File: src/rtl/fpexc_pkg.sv
package fpexc_pkg;
  parameter int NFLAGS = 5;

  typedef struct packed {
    logic              load;    // take the context inputs
    logic              commit;  // retire a completed operation
    logic              trap;    // the retiring operation traps
    logic [NFLAGS-1:0] cexc;    // new current-exception field
  } strobes_t;
endpackage

File: src/rtl/fpexc_ctrl.sv
module fpexc_ctrl
  import fpexc_pkg::*;
(
  input  logic              clk,
  input  logic              rstN,
  input  logic              ctxLoad,
  input  logic              opDone,
  input  logic [NFLAGS-1:0] opFlags,
  input  logic [NFLAGS-1:0] trapMask,
  output strobes_t          strobes
);
  logic [NFLAGS-1:0] enabledFlags;
  logic [NFLAGS-1:0] pickedFlag;
  logic              anyEnabled;
  logic              found;

  assign enabledFlags = opFlags & trapMask;
  assign anyEnabled   = |enabledFlags;

  // Fixed priority: the most significant enabled bit wins.
  always_comb begin
    pickedFlag = '0;
    found      = 1'b0;
    for (int i = NFLAGS - 1; i >= 0; i--) begin
      if (enabledFlags[i] && !found) begin
        pickedFlag[i] = 1'b1;
        found         = 1'b1;
      end
    end
  end

  always_comb begin
    strobes.load   = ctxLoad;
    strobes.commit = opDone && !ctxLoad;
    strobes.trap   = opDone && !ctxLoad && anyEnabled;
    strobes.cexc   = anyEnabled ? pickedFlag : opFlags;
  end

  p_one_flag_r3: assert property (@(posedge clk) disable iff (!rstN)
    strobes.trap |-> ($countones(strobes.cexc) == 1));

  p_pick_enabled_r3: assert property (@(posedge clk) disable iff (!rstN)
    strobes.trap |-> ((strobes.cexc & trapMask & opFlags) == strobes.cexc));

  p_quiet_r2: assert property (@(posedge clk) disable iff (!rstN)
    (strobes.commit && !strobes.trap) |-> ((opFlags & trapMask) == '0));

  p_load_wins_r10: assert property (@(posedge clk) disable iff (!rstN)
    ctxLoad |-> (!strobes.commit && !strobes.trap));
endmodule

File: src/rtl/fpexc_datapath.sv
module fpexc_datapath
  import fpexc_pkg::*;
#(
  parameter int          STAT_W   = 64,
  parameter int          PC_W     = 64,
  parameter int          MASK_LSB = 23,
  parameter int          ACC_LSB  = 5,
  parameter int          CUR_LSB  = 0,
  parameter int          TT_BIT   = 14,
  parameter int          PC_STEP  = 4,
  parameter logic [63:0] PC_RST   = 64'd0
) (
  input  logic              clk,
  input  logic              rstN,
  input  strobes_t          strobes,
  input  logic [STAT_W-1:0] ctxStatus,
  input  logic [PC_W-1:0]   ctxPc,
  input  logic [PC_W-1:0]   ctxNpc,
  output logic [NFLAGS-1:0] trapMask,
  output logic [STAT_W-1:0] status,
  output logic [PC_W-1:0]   pc,
  output logic [PC_W-1:0]   npc,
  output logic              trapPulse
);
  localparam logic [PC_W-1:0] PC_INIT  = PC_W'(PC_RST);
  localparam logic [PC_W-1:0] STEP_VAL = PC_W'(PC_STEP);

  logic [NFLAGS-1:0] accNow;

  assign trapMask = status[MASK_LSB +: NFLAGS];
  assign accNow   = status[ACC_LSB +: NFLAGS];

  always_ff @(posedge clk or negedge rstN) begin
    if (!rstN) begin
      status    <= '0;
      pc        <= PC_INIT;
      npc       <= PC_INIT + STEP_VAL;
      trapPulse <= 1'b0;
    end else begin
      trapPulse <= strobes.trap;
      if (strobes.load) begin
        status <= ctxStatus;
        pc     <= ctxPc;
        npc    <= ctxNpc;
      end else if (strobes.commit) begin
        status[CUR_LSB +: NFLAGS] <= strobes.cexc;
        if (strobes.trap) begin
          status[TT_BIT] <= 1'b1;
        end else begin
          status[ACC_LSB +: NFLAGS] <= accNow | strobes.cexc;
          pc  <= npc;
          npc <= npc + STEP_VAL;
        end
      end
    end
  end

  p_advance_r7: assert property (@(posedge clk) disable iff (!rstN)
    (strobes.commit && !strobes.trap) |=>
      (pc == $past(npc)) && (npc == $past(npc) + STEP_VAL));

  p_hold_r8: assert property (@(posedge clk) disable iff (!rstN)
    strobes.trap |=> ($stable(pc) && $stable(npc)));

  p_trap_type_r6: assert property (@(posedge clk) disable iff (!rstN)
    strobes.trap |=> status[TT_BIT]);

  p_no_accrue_r5: assert property (@(posedge clk) disable iff (!rstN)
    strobes.trap |=> $stable(status[ACC_LSB +: NFLAGS]));

  p_idle_r11: assert property (@(posedge clk) disable iff (!rstN)
    (!strobes.load && !strobes.commit) |=> ($stable(status) && $stable(pc) && !trapPulse));

  p_load_r10: assert property (@(posedge clk) disable iff (!rstN)
    strobes.load |=> (pc == $past(ctxPc)) && (npc == $past(ctxNpc)) && (status == $past(ctxStatus)));
endmodule

File: src/rtl/fpexc_status_unit.sv
module fpexc_status_unit
  import fpexc_pkg::*;
#(
  parameter int STAT_W = 64,
  parameter int PC_W   = 64
) (
  input  logic              clk,
  input  logic              rstN,
  input  logic              ctxLoad,
  input  logic [STAT_W-1:0] ctxStatus,
  input  logic [PC_W-1:0]   ctxPc,
  input  logic [PC_W-1:0]   ctxNpc,
  input  logic              opDone,
  input  logic [NFLAGS-1:0] opFlags,
  output logic              trapReq,
  output logic [STAT_W-1:0] statusOut,
  output logic [PC_W-1:0]   pcOut,
  output logic [PC_W-1:0]   npcOut
);
  strobes_t          strobes;
  logic [NFLAGS-1:0] trapMask;

  fpexc_ctrl i_ctrl (
    .clk      (clk),
    .rstN     (rstN),
    .ctxLoad  (ctxLoad),
    .opDone   (opDone),
    .opFlags  (opFlags),
    .trapMask (trapMask),
    .strobes  (strobes)
  );

  fpexc_datapath #(
    .STAT_W (STAT_W),
    .PC_W   (PC_W)
  ) i_dp (
    .clk       (clk),
    .rstN      (rstN),
    .strobes   (strobes),
    .ctxStatus (ctxStatus),
    .ctxPc     (ctxPc),
    .ctxNpc    (ctxNpc),
    .trapMask  (trapMask),
    .status    (statusOut),
    .pc        (pcOut),
    .npc       (npcOut),
    .trapPulse (trapReq)
  );
endmodule

File: config.mk
export PLATFORM = sky130hd
export DESIGN_NAME = fpexc_status_unit
export DESIGN_NICKNAME = d
export VERILOG_FILES = /design/src/rtl/fpexc_pkg.sv /design/src/rtl/fpexc_ctrl.sv /design/src/rtl/fpexc_datapath.sv /design/src/rtl/fpexc_status_unit.sv
export SDC_FILE = /design/constraint.sdc
export NUM_CORES = 1
export LEC_CHECK = 0
export CAP_MARGIN = 20
export CORE_AREA = 5 5 152 154
export DETAILED_ROUTE_END_ITERATION = 7
export DIE_AREA = 0 0 157 159
export DONT_BUFFER_PORTS = 1
export GPL_TIMING_DRIVEN = 0
export PLACE_DENSITY = 0.58
export RECOVER_POWER = 100
export SYNTH_ARGS = -nofsm -noshare
export SYNTH_HDL_FRONTEND = slang
export SYNTH_SLANG_ARGS = --single-unit
File: constraint.sdc
create_clock -name clk -period 4.05 [get_ports clk]
set_input_delay 0.2025 -clock clk [delete_from_list [all_inputs] [get_ports clk]]
set_output_delay 0.2025 -clock clk [all_outputs]
set_load 0.03 [all_outputs]
### Word-level counts from Yosys, hierarchy flattened

Index checks and enable logic that the tools add are counted.

* add/subtract/negate cells: 1
* equal/unequal tests: 1
* mux-type cells: 21
* bitwise logic cells: 2
* reduce and logical (&&, ||, !) cells: 16

Operators with widths (number)
* 64-bit two-way mux: 6
* 64-bit by 3-bit adder with 64-bit output, second input constant: 1
* 10-bit two-way mux: 2
* 1-bit two-way mux: 11
* 5-bit two-way mux: 2
* 1-bit logical AND: 6
* 5-bit AND: 1
* 1-bit logical NOT: 5
* 5-bit bitwise OR: 1
* 5-bit OR reduction: 1
* 2-bit AND reduction: 2
* 2-bit nonzero test: 2
* 2-bit inequality test, second input constant: 1

* register bits after elaboration: 193
* input bits: 201
* logic and storage cells: 48

### Depth between registers and ports, before layout

Gate-level depths: netlist of run 1.

* word-level depth: 19
* gate-level depth with buffers: 8

### Cells and area by module

From an unflattened synthesis of run 1, not the netlist that was laid out.

* cells, all modules: 956
* area total of the unflattened synthesis: 9658.0 sq um

By module, submodules not included
* fpexc_datapath: times used 1, cells each 940, area each 9540.4 sq um
* fpexc_ctrl: times used 1, cells each 16, area each 117.6 sq um

### Least setup slack after synthesis of run 1

No wires, ideal clock.

* kind: flip-flop to flip-flop
* start: register i_dp.npc[27]
* end: register i_dp.npc[63]
* setup time: 124 ps
* arrival time: 2217 ps
* required time: 3926 ps
* slack: 1709 ps
* stages on the path, launching flop included: 7
* buffers on the path: 1
* period minus slack after synthesis: 2341 ps
* cells stage by stage: dfrtp_1 > buf_2 > nand3_1 > nor4_1 > nand3_1 > o31a_1 > a211o_1

* longest elaborated chain between the ends: 4

RTL lines
* start: declaration: line fpexc_datapath.sv:22 `output logic [PC_W-1:0] npc,`
* start signal: assignment: line fpexc_datapath.sv:37 `npc <= PC_INIT + STEP_VAL;`
* start signal: assignment: line fpexc_datapath.sv:44 `npc <= ctxNpc;`
* start signal: assignment: line fpexc_datapath.sv:52 `npc <= npc + STEP_VAL;`
* 64-bit by 3-bit adder with 64-bit output: line fpexc_datapath.sv:52
* 64-bit two-way mux: line fpexc_datapath.sv:47 `if (strobes.trap) begin`
* 64-bit two-way mux: line fpexc_datapath.sv:45 `end else if (strobes.commit) begin`
* 64-bit two-way mux: line fpexc_datapath.sv:41 `if (strobes.load) begin`

Every way passes these cells. The select of a mux whose other input is x is not followed.
A chain may end at the register's enable or synchronous reset.

### Worst setup path after layout of run 1

* start: register i_dp.status[26]
* end: register i_dp.npc[49]

* longest elaborated chain between the ends: 5

RTL lines
* start: declaration: line fpexc_datapath.sv:20 `output logic [STAT_W-1:0] status,`
* start signal: assignment: line fpexc_datapath.sv:42 `status <= ctxStatus;`
* start signal: indexed assignment: line fpexc_datapath.sv:46 `status[CUR_LSB +: NFLAGS] <= strobes.cexc;`
* start signal: indexed assignment: line fpexc_datapath.sv:50 `status[ACC_LSB +: NFLAGS] <= accNow | strobes.cexc;`
* 5-bit AND: line fpexc_ctrl.sv:17 `assign enabledFlags = opFlags & trapMask;`
* 5-bit OR reduction: line fpexc_ctrl.sv:18 `assign anyEnabled = |enabledFlags;`
* 1-bit logical AND: line fpexc_ctrl.sv:35 `strobes.trap = opDone && !ctxLoad && anyEnabled;`
* 2-bit inequality test (no source line)
* 2-bit AND reduction (no source line)

Every way passes these cells.

==> impl_metrics.toml, run 1 <==
[clock_network]
cts_buffers = 17
insertion_delay_ns = 0.46
cts_resized = 0
post_cts_buffers = 0
path_clk_slew_ns = 0.10
clockRootBuffer = "clkbuf_16"
htreeDepth = 4
cts_tree = "built"
clock_path_buffers = 2
ctsHoldBuffers = 182
clock-sinks = 193

[finish]
register_area_mm2 = 0.00483
final_common_cell = "dfrtp_1"
nNetsFinal = 1419
most-common-layout-cells = "dfrtp_1, dlygate4sd3_1, nand2_1"
drive_above_1_share = 0.0894
area_delta_synth_final_pct = 27.6
stdcell_area_mm2 = 0.0127
fillers = 1868
multi_input_area_mm2 = 0.00470

[yosys]
synth_area_leaders = "dfrtp_1, mux2_2, mux2i_1"
synth_top_area_frac = 0.482
syn-num-nets = 1218
synthesis.area_mm2 = 0.00997
yosys.area.top_type = "dfrtp_1"
ys_seq_area_frac = 0.485
synth_edf_count = 0
post_synth_num_cell_types = 61
ys_async_sr_fraction = 1.00
synth-main-ff-cell = "dfrtp_1"
synthCells = 1016
yosysWarnings = 0
syn-mean-instance-area_um2 = 9.81
ys_seq_elements = 193

[hold_path]
worst_hold_path_type = "in -> async"

[sta]
hold_ws_ns = -0.566
tightest_slew_ns = 1.47
fin_crit_ns = 3.62
fin_crit_sh = 0.893
relSlewSlack = 0.0102
finalSetupViolations = 0
skew_ns = 0.0216
setup_slack_ns = 0.433
drv_slew = 0
rsz0062_at_grt = "no"
tns_ns = 0
clock.fmax_mhz = 276
timing_hold_violations_final = 193

[drt]
final_antenna_net_count = 0
drt-total-wl_um = 40300
num_vias = 9328
avgRoutedWirePerCell_um = 26.7
drt_iter0_markers = 729
route.detailed.drc = 0
dr.pass1.iters = 8
via_per_inst = 6.17

[global_routing]
grt_pass1_wl_um = 60200
grt_pass1_vias = 9692
overflow = 0
antenna_found_initial = 2
grtUsageTotal = 0.315
grt_start_max_net_pins = 194

[run]
maxCapViolCount = 1

[floorplanning]
start_util = 0.462
die_height_um = 159
row_count = 54
die_w_um = 157
core_region_area_mm2 = 0.0216
io_pins = 394
die-area_mm2 = 0.0250

[place]
routabilityCongestion = 0.877
dp_slack_ns = 0.713
dp_hpwl_um = 28800
numPortBuffers = 0
detailed_place.area_mm2 = 0.0103

[power_and_ir_drop]
power.density_mw_per_mm2 = 419
p_leak_nw = 5.36
p_total_mw = 5.33
ir_drop_mv = 0.275

[worst_setup_path]
cp_num_buf_inv = 0
path_delay_family = "simple AND/OR/NAND/NOR gates"
crit_path_max_fanout = 6
crit_path_cell_trace = "a222oi_1 > nand3_1 > nor4_1 > a311oi_1 > a221o_1"
path_class = "reg -> reg"
cp.required_ns = 4.39
cp.arrival_ns = 3.96
cp-start-kind = "register"
critical_path.max_stage_delay_ns = 1.28
endpoint_kind = "register"
cpMaxStageDelayCell = "nor4_1"

[run_status]
violations = "hold timing, capacitance limit"
status = "finished, violations left"
power breakdown:
group / switching (mW) / total (mW) / internal [mW]
logic: 0.382 / 0.730 / 0.348
clock network: 0.959 / 1.83 / 0.876
registers: 0.654 / 2.77 / 2.11
total: 1.99 / 5.33 / 3.34
cell families after synthesis:
family | after synthesis | synth area share
AO/OA/AOI/OAI | 220 | 0.143
XOR/XNOR | 7 | 0.00615
adder cells (fa/ha/maj) | 1 | 0.00125
buffers and inverters | 96 | 0.0395
flip-flops | 193 | 0.485
multiplexers | 117 | 0.125
AND/OR/NAND/NOR | 382 | 0.201
synthesized netlist by cell type, types with 5 or more instances:
master    number
buf_2         15
a311oi_1       7
nand3_1       42
or3_1         15
o21ai_0       89
inv_1         26
and2_1         6
dfrtp_1      192
nor2_1        50
or4_1          8
xor2_1         5
nor2b_1        8
mux2i_1       57
nor3_1        27
a21oi_1       35
and3_1        20
o31a_1         5
a211oi_1      22
nor4_1        15
nand2_1      131
clkbuf_1      50
and4_1         9
mux2_2        58
nor4_2         8
o211ai_1      11
a221oi_1      13
a211o_1        5
nand4_1       31
area by class of cell:
type	count	area share
antenna	2	0.000394
inverter	27	0.00797
buffer	69	0.0217
timing repair buffer	182	0.143
tap	280	0.0275
multi-input combinational	727	0.369
clock buffer	18	0.0345
sequential	193	0.380
clock inverter	14	0.0153
final timing paths:
path                                 startpoint         endpoint  slack, ns  depth (start not counted)
min in group clk                     ctxNpc[48]     i_dp.npc[48]       0.01                          3
worst max register to register  i_dp.status[26]     i_dp.npc[49]       0.43                          5
worst max-delay path            i_dp.status[26]     i_dp.npc[49]       0.43                          5
worst min register to register  i_dp.status[47]  i_dp.status[47]       0.76                          1
worst min-delay path                       rstN      i_dp.pc[43]      -0.57                          0
max in group asynchronous                  rstN     i_dp.npc[29]       4.13                          0
flip-flops by register name, summed over array words and instances (netlist names):
register        cells
i_dp.pc            64
i_dp.status        64
i_dp.trapPulse      1
i_dp.npc           64
metrics by stage:
stage	std cells	utilization
after CTS	1510	0.593
after detailed placement	1296	0.479
after global placement	1296	0.479
final	1512	0.590
after global routing	1512	0.590
after floorplan	1016	-
worst register-to-register path, stage by stage (launching register included):
cell	delay, ns
dfrtp_1	0.55
a222oi_1	0.75
nand3_1	0.38
nor4_1	1.28
a311oi_1	0.22
a221o_1	0.32
routing by layer:
metal	vias up	wire length, um	GRT usage
li1	4157	-	-
met1	4604	15500	0.386
met2	480	19400	0.517
met3	87	3990	0.100
met4	0	1490	0.123
met5	-	0	0
Power figures use the tool's default switching activity.
==> run 2: changes to the inputs <==
CORE_AREA = 5 5 149 151   (was 5 5 152 154)
DIE_AREA = 0 0 154 156   (was 0 0 157 159)
PLACE_DENSITY = 0.59   (was 0.58)
SYNTH_HIERARCHICAL = 1   (was default)
==> run 2 against run 1 <==
The run ends with hold timing left. Power fell by 2.9%. Register-to-register slack got worse by 0.12 ns. Critical path depth is 5 higher. Synthesized area shrank 3.1%.
==> impl_metrics.toml, run 2 <==
[floorplanning]
start_util = 0.467
die-area_mm2 = 0.0240
die_w_um = 154
row_count = 53
io_pins = 394
die_height_um = 156
core_region_area_mm2 = 0.0207

[hold_path]
worst_hold_path_type = "in -> async"

[global_routing]
grt_start_max_net_pins = 194
grt_pass1_wl_um = 54600
antenna_found_initial = 0
grtUsageTotal = 0.293
overflow = 0
grt_pass1_vias = 8914

[drt]
dr.pass1.iters = 6
drt-total-wl_um = 36100
via_per_inst = 6.03
final_antenna_net_count = 0
drt_iter0_markers = 755
route.detailed.drc = 0
num_vias = 8719
avgRoutedWirePerCell_um = 25.0

[yosys]
ys_async_sr_fraction = 1.00
yosys.area.top_type = "dfrtp_1"
yosys-top-cells-count = "dfrtp_1, nand2_1, o21ai_0, mux2i_1, nor2_1"
post_synth_num_cell_types = 63
ys_seq_area_frac = 0.500
syn-mean-instance-area_um2 = 10.1
yosysWarnings = 6
synth_area_leaders = "dfrtp_1, mux2i_1, mux2_2"
syn-num-nets = 1158
ys_seq_elements = 193
synthesis.area_mm2 = 0.00966
synthCells = 956
synth_edf_count = 0
synth.most_common_cell = "dfrtp_1"
synth-main-ff-cell = "dfrtp_1"
synth_top_area_frac = 0.497

[sta]
skew_ns = 0.0132
hold_ws_ns = -0.542
fin_crit_sh = 0.923
timing_hold_violations_final = 193
clock.fmax_mhz = 268
rsz0062_at_grt = "no"
drv_slew = 0
tns_ns = 0
tightest_slew_ns = 1.34
fin_crit_ns = 3.74
finalSetupViolations = 0
relSlewSlack = 0.101

[worst_setup_path]
cp.arrival_ns = 4.02
crit_path_max_fanout = 10
cp-start-kind = "register"
cp.required_ns = 4.33
endpoint_kind = "register"
path_class = "reg -> reg"
r2r_setup_slack_ns = 0.31

[power_and_ir_drop]
p_leak_nw = 5.28
p_switching_mw = 1.84
ir_drop_mv = 0.307
power.share.sequential = 0.531
p_sw_frac = 0.354
combPwrFrac = 0.127
clockPowerShare = 0.341
intPower_mw = 3.34
power.density_mw_per_mm2 = 417

[place]
dp_hpwl_um = 25800
routabilityCongestion = 0.853
numPortBuffers = 0

[run]
maxCapViolCount = 0

[clock_network]
htreeDepth = 4
insertion_delay_ns = 0.44
clock_path_buffers = 2
cts_buffers = 17
ctsHoldBuffers = 184
clock-sinks = 193
cts_tree = "built"
clockRootBuffer = "clkbuf_16"
path_clk_slew_ns = 0.08

[run_status]
status = "finished, violations left"
violations = "hold timing"

[finish]
final_common_cell = "dfrtp_1"
nNetsFinal = 1361
area_delta_synth_final_pct = 28.6
antenna_cells = 0
reg_top3 = "i_dp/npc x64, i_dp/pc x64, i_dp/status x64"
drive_above_1_share = 0.0939
most-common-layout-cells = "dfrtp_1, dlygate4sd3_1, nand2_1"
## run 2: cell count changes after synthesis, sizes merged, moves of 7 or more
cell    before  now
a21oi       35   19
inv         26   11
mux2i       57   72
or3         15    1
nand3       42   29
a211oi      22   13
nor4        26   17
nand4       33   26
nor2        50   57
## run 2: cell type report
type                            count  area (um2)
Buffer                             69         283
Clock buffer                       17         425
Clock inverter                     15         194
Fill cell                        1754        8270
Inverter                           11        41.3
Multi-Input combinational cell    683        4460
Sequential cell                   193        4830
Tap cell                          275         344
Timing Repair Buffer              184        1840
## run 2: cell families (layout without fill, tap and decap cells)
| family | Yosys count | count (layout) | share of synthesized area |
|---|---|---|---|
| DFF | 193 | 193 | 0.500 |
| adders and majority gates | 1 | 1 | 0.00130 |
| muxes | 128 | 128 | 0.140 |
| buffers and inverters | 80 | 296 | 0.0342 |
| and+or+nand+nor | 356 | 356 | 0.190 |
| xor gates and xnor gates | 13 | 13 | 0.0118 |
| AOI/OAI and AO/OA | 185 | 185 | 0.122 |
## run 2: metal layers
metal  part of all wire  up-vias  GRT usage
met5                  0        -          0
met4              0.032        0     0.0967
met3              0.093       82     0.0824
met2               0.49      500      0.494
met1               0.38     4233      0.366
li1                   -     3904          -
## run 2: path summary, 6_finish.rpt
check / from / to / cells past startpoint
max in group asynchronous: rstN / i_dp/npc[7] / 0
worst max register to register: i_dp/status[27] / i_dp/pc[59] / 10
worst min register to register: i_dp/status[30] / i_dp/status[30] / 1
min in group clk: ctxNpc[58] / i_dp/npc[58] / 2
worst min-delay path: rstN / i_dp/pc[27] / 0
worst max-delay path: i_dp/status[27] / i_dp/pc[59] / 10
## run 2: power groups by stage
stage | logic [mW] | registers [mW] | clock network [mW]
final | 0.658 | 2.75 | 1.77
after global routing | 0.719 | 2.78 | 1.89
after CTS | 0.649 | 2.75 | 1.80
after detailed placement | 0.497 | 2.79 | 0
after global placement | 0.487 | 2.79 | 0
after floorplan | 0.388 | 2.68 | 0
## run 2: what timing repair did
action	4_1_cts	5_1_grt
setup buffers	0	0
setup endpoints to repair	0	9
hold endpoints to repair	377	193
resized for setup	0	2
## run 2: per-stage QoR
| stage | power [mW] | instance area, um2 | setup WS [ns] | cells | util |
|---|---|---|---|---|---|
| global route | 5.38 | 12400 | 0.0524 | 1447 | 0.600 |
| finish | 5.18 | 12400 | 0.312 | 1447 | 0.600 |
| floorplan | 3.07 | 9660 | 1.18 | 956 | - |
| global placement | 3.27 | 10000 | 0.209 | 1231 | 0.483 |
| detailed placement | 3.29 | 10000 | 0.134 | 1231 | 0.483 |
| CTS | 5.20 | 12500 | 0.125 | 1447 | 0.602 |
## run 2: critical path, cell delays in order (launching register included)
cell and delay (ns):
dfrtp_1 0.55, clkbuf_1 0.19, a222oi_1 0.16, a21boi_1 0.48
nand2b_1 0.17, buf_2 0.19, buf_2 0.34, buf_2 0.43
clkbuf_1 0.68, mux2i_1 0.26, o21ai_0 0.12
==> run 3: changes to the inputs <==
GPL_TIMING_DRIVEN = default   (was 0)
==> run 3 against run 2 <==
The flow now stops in clock tree synthesis. Synthesized area did not move. Synthesized cell count did not move.
==> impl_metrics.toml, run 3 <==
[yosys]
synth_fa_ha_area_frac = 0.00130
synth_top_area_frac = 0.497
synthXorXnorAreaFrac = 0.0118
synth-compound-area-share = 0.122
ys_async_sr_fraction = 1.00
synth_edf_count = 0
synth_top_family_by_area = "simple AND/OR/NAND/NOR gates"
synthesis.area_mm2 = 0.00966
yosys.area_share.simple = 0.190
ys_seq_elements = 193
yosys.area.top_type = "dfrtp_1"
syn-mean-instance-area_um2 = 10.1
post_synth_num_cell_types = 63
muxShareOfSynthArea = 0.140
syn-num-nets = 1158
synth-main-ff-cell = "dfrtp_1"
yosys-top-cells-count = "dfrtp_1, nand2_1, o21ai_0, mux2i_1, nor2_1"
synth_area_leaders = "dfrtp_1, mux2i_1, mux2_2"
synth.most_common_cell = "dfrtp_1"
ys_seq_area_frac = 0.500
yosysWarnings = 6
synthCells = 956

[clock_network]
ctsHoldBuffers = 241
clock_path_buffers = 2
clock-sinks = 193
cts_resized = 0
cts_buffers = 17
htreeDepth = 4
post_cts_buffers = 0
clockRootBuffer = "clkbuf_16"

[place]
routabilityCongestion = 0.790
dp_cells = 1170
numPortBuffers = 0
dp_hpwl_um = 21900
dp_slack_ns = 0.770

[floorplanning]
start_util = 0.467
die_w_um = 154
die_height_um = 156
row_count = 53
io_pins = 394

[run_status]
status = "stopped before the end"
error = "[ERROR RSZ-0060] Max buffer count reached."
lastStage = "clock tree synthesis"
## run 3: cell counts after synthesis
Identical to the previous run, type by type.
## run 3: cell families after synthesis
logic type / count (synthesis)
muxes: 128
AOI/OAI and AO/OA: 185
buffers and inverters: 80
DFF: 193
adders and majority gates: 1
and+or+nand+nor: 356
xor gates and xnor gates: 13
## run 3: through the flow
stage | hold WS (ns) | instance area (um2)
floorplan | -0.0931 | 9660
global placement | -0.0864 | 9780
detailed placement | -0.0857 | 9780
==> run 4: changes to the inputs <==
CORE_AREA = default   (was 5 5 149 151)
CORE_MARGIN = 5   (was default)
CORE_UTILIZATION = 40   (was default)
DIE_AREA = default   (was 0 0 154 156)
PLACE_DENSITY = default   (was 0.59)
PLACE_DENSITY_LB_ADDON = 0.15   (was default)
==> run 4 against run 3 <==
The flow now finishes, with violations (hold timing, capacitance limit, slew limit).
==> impl_metrics.toml, run 4 (synthesis gave the netlist of run 2 again) <==
[drt]
drt-total-wl_um = 34100
num_vias = 8429
top_layer_used = "met5"
route.detailed.drc = 0
met1Wirelength_um = 13200
drt_iter0_markers = 642
wl_met3_um = 3280
wl_met2_um = 16700
via_per_inst = 5.75
final_antenna_net_count = 0
avgRoutedWirePerCell_um = 23.3
dr.pass1.iters = 5

[finish]
stdcell_area_mm2 = 0.0126
fillers = 2068
area_delta_synth_final_pct = 30.5
drive_above_1_share = 0.0934
most-common-layout-cells = "dlygate4sd3_1, dfrtp_1, nand2_1"
nNetsFinal = 1334
final_common_cell = "dlygate4sd3_1"
reg_top3 = "i_dp/npc x64, i_dp/pc x64, i_dp/status x64"

[clock_network]
cts_tree = "built"
post_cts_buffers = 0
clock-sinks = 193
htreeDepth = 4
cts_buffers = 17
cts_resized = 0
insertion_delay_ns = 0.44
ctsHoldBuffers = 218
clock_path_buffers = 2
path_clk_slew_ns = 0.09
clockRootBuffer = "clkbuf_16"

[global_routing]
grt_pass1_wl_um = 51100
grt_pass1_vias = 8590
antenna_found_initial = 3
overflow = 0
grt_start_max_net_pins = 214
grtUsageTotal = 0.242

[sta]
setup_slack_ns = 0.325
skew_ns = 0.0137
drv_slew = 214
rsz0062_at_grt = "no"
timing_hold_violations_final = 193
tightest_slew_ns = 2.40
finalSetupViolations = 0
fin_crit_sh = 0.920
hold_ws_ns = -0.549
fin_crit_ns = 3.73
clock.fmax_mhz = 268
tns_ns = 0
relSlewSlack = -0.602

[place]
dp_slack_ns = 0.778
numPortBuffers = 0
routabilityCongestion = 0.826
detailed_place.area_mm2 = 0.00984
dp_hpwl_um = 22300

[worst_setup_path]
r2r_setup_slack_ns = 0.32
crit_path_max_fanout = 12
cpMaxStageDelayCell = "a222oi_1"
path_class = "reg -> reg"
crit_path_cell_trace = "a222oi_1 > a21boi_0 > nand2b_4 > or4_1 > nor2_1 > mux2_2 > a21oi_1 > dlygate4sd3_1"
cp.required_ns = 4.42
cp.arrival_ns = 4.10
reg2reg_to = "i_dp/npc[15]"
endpoint_kind = "register"
cp-start-kind = "register"
critical_path.max_stage_delay_ns = 0.60
reg2reg_from = "i_dp/status[27]"
r2r_cells = 8

[floorplanning]
die_height_um = 165
core_region_area_mm2 = 0.0236
row_count = 56
start_util = 0.409
io_pins = 394
die-area_mm2 = 0.0274
die_w_um = 165

[power_and_ir_drop]
ir_drop_mv = 0.285
clockPowerShare = 0.350
combPwrFrac = 0.122
p_total_mw = 5.23
power.density_mw_per_mm2 = 415
p_switching_mw = 1.80
p_leak_nw = 5.33
intPower_mw = 3.43
p_sw_frac = 0.344
power.share.sequential = 0.528

[hold_path]
worst_hold_path_type = "in -> async"

[run_status]
status = "finished, violations left"
violations = "hold timing, capacitance limit, slew limit"

[run]
maxCapViolCount = 1
run 4: per-stage QoR:
| step | util | hold WS, ns | cells |
|---|---|---|---|
| 2_1_floorplan | - | -0.0931 | 956 |
| 3_3_place_gp | 0.417 | -0.0865 | 1214 |
| 3_5_place_dp | 0.417 | -0.0854 | 1214 |
| 4_1_cts | 0.537 | -0.564 | 1464 |
| 5_1_grt | 0.534 | -0.570 | 1465 |
| 6_report | 0.534 | -0.549 | 1466 |
run 4: power groups by stage:
stage | combinational, mW | sequential [mW] | clock, mW
after detailed placement | 0.402 | 2.80 | 0
after floorplan | 0.388 | 2.68 | 0
after global placement | 0.389 | 2.80 | 0
after global routing | 0.701 | 2.79 | 1.95
after CTS | 0.629 | 2.76 | 1.87
final | 0.636 | 2.76 | 1.83
run 4: area by class of cell:
| cell class | instances | area (um2) | share of cell area |
|---|---|---|---|
| multi-input cells | 683 | 4470 | 0.355 |
| clock inverters | 15 | 209 | 0.0166 |
| well taps | 319 | 399 | 0.0317 |
| inverters | 11 | 41.3 | 0.00328 |
| diodes | 2 | 5.00 | 0.000397 |
| clock buffers | 17 | 425 | 0.0338 |
| flip-flops and latches | 193 | 4830 | 0.383 |
| repair buffers | 226 | 2220 | 0.176 |
run 4: routing by layer:
layer | GRT usage | vias up
met3 | 0.0767 | 61
met1 | 0.295 | 4145
met2 | 0.407 | 377
li1 | - | 3844
met4 | 0.0821 | 2
met5 | 0 | -
run 4: worst max-delay path, delay by kind of cell, from the launching register on:
family | cells | cell delay (ns)
compound gates | 3 | 1.17
simple gates | 3 | 1.04
buf+inv | 1 | 0.57
flops | 1 | 0.53
mux | 1 | 0.34
run 4: worst max path at each step:
stage	from	to	slack, ns	cells after the start
detailed placement	i_dp/status[27]	i_dp/npc[52]	0.78	7
global route	i_dp/npc[2]	i_dp/npc[58]	0.12	6
floorplan	i_dp/status[27]	i_dp/npc[52]	1.18	9
finish	i_dp/status[27]	i_dp/npc[15]	0.32	8
global placement	i_dp/status[27]	i_dp/npc[60]	0.81	7
CTS	i_dp/status[27]	i_dp/npc[15]	0.43	8
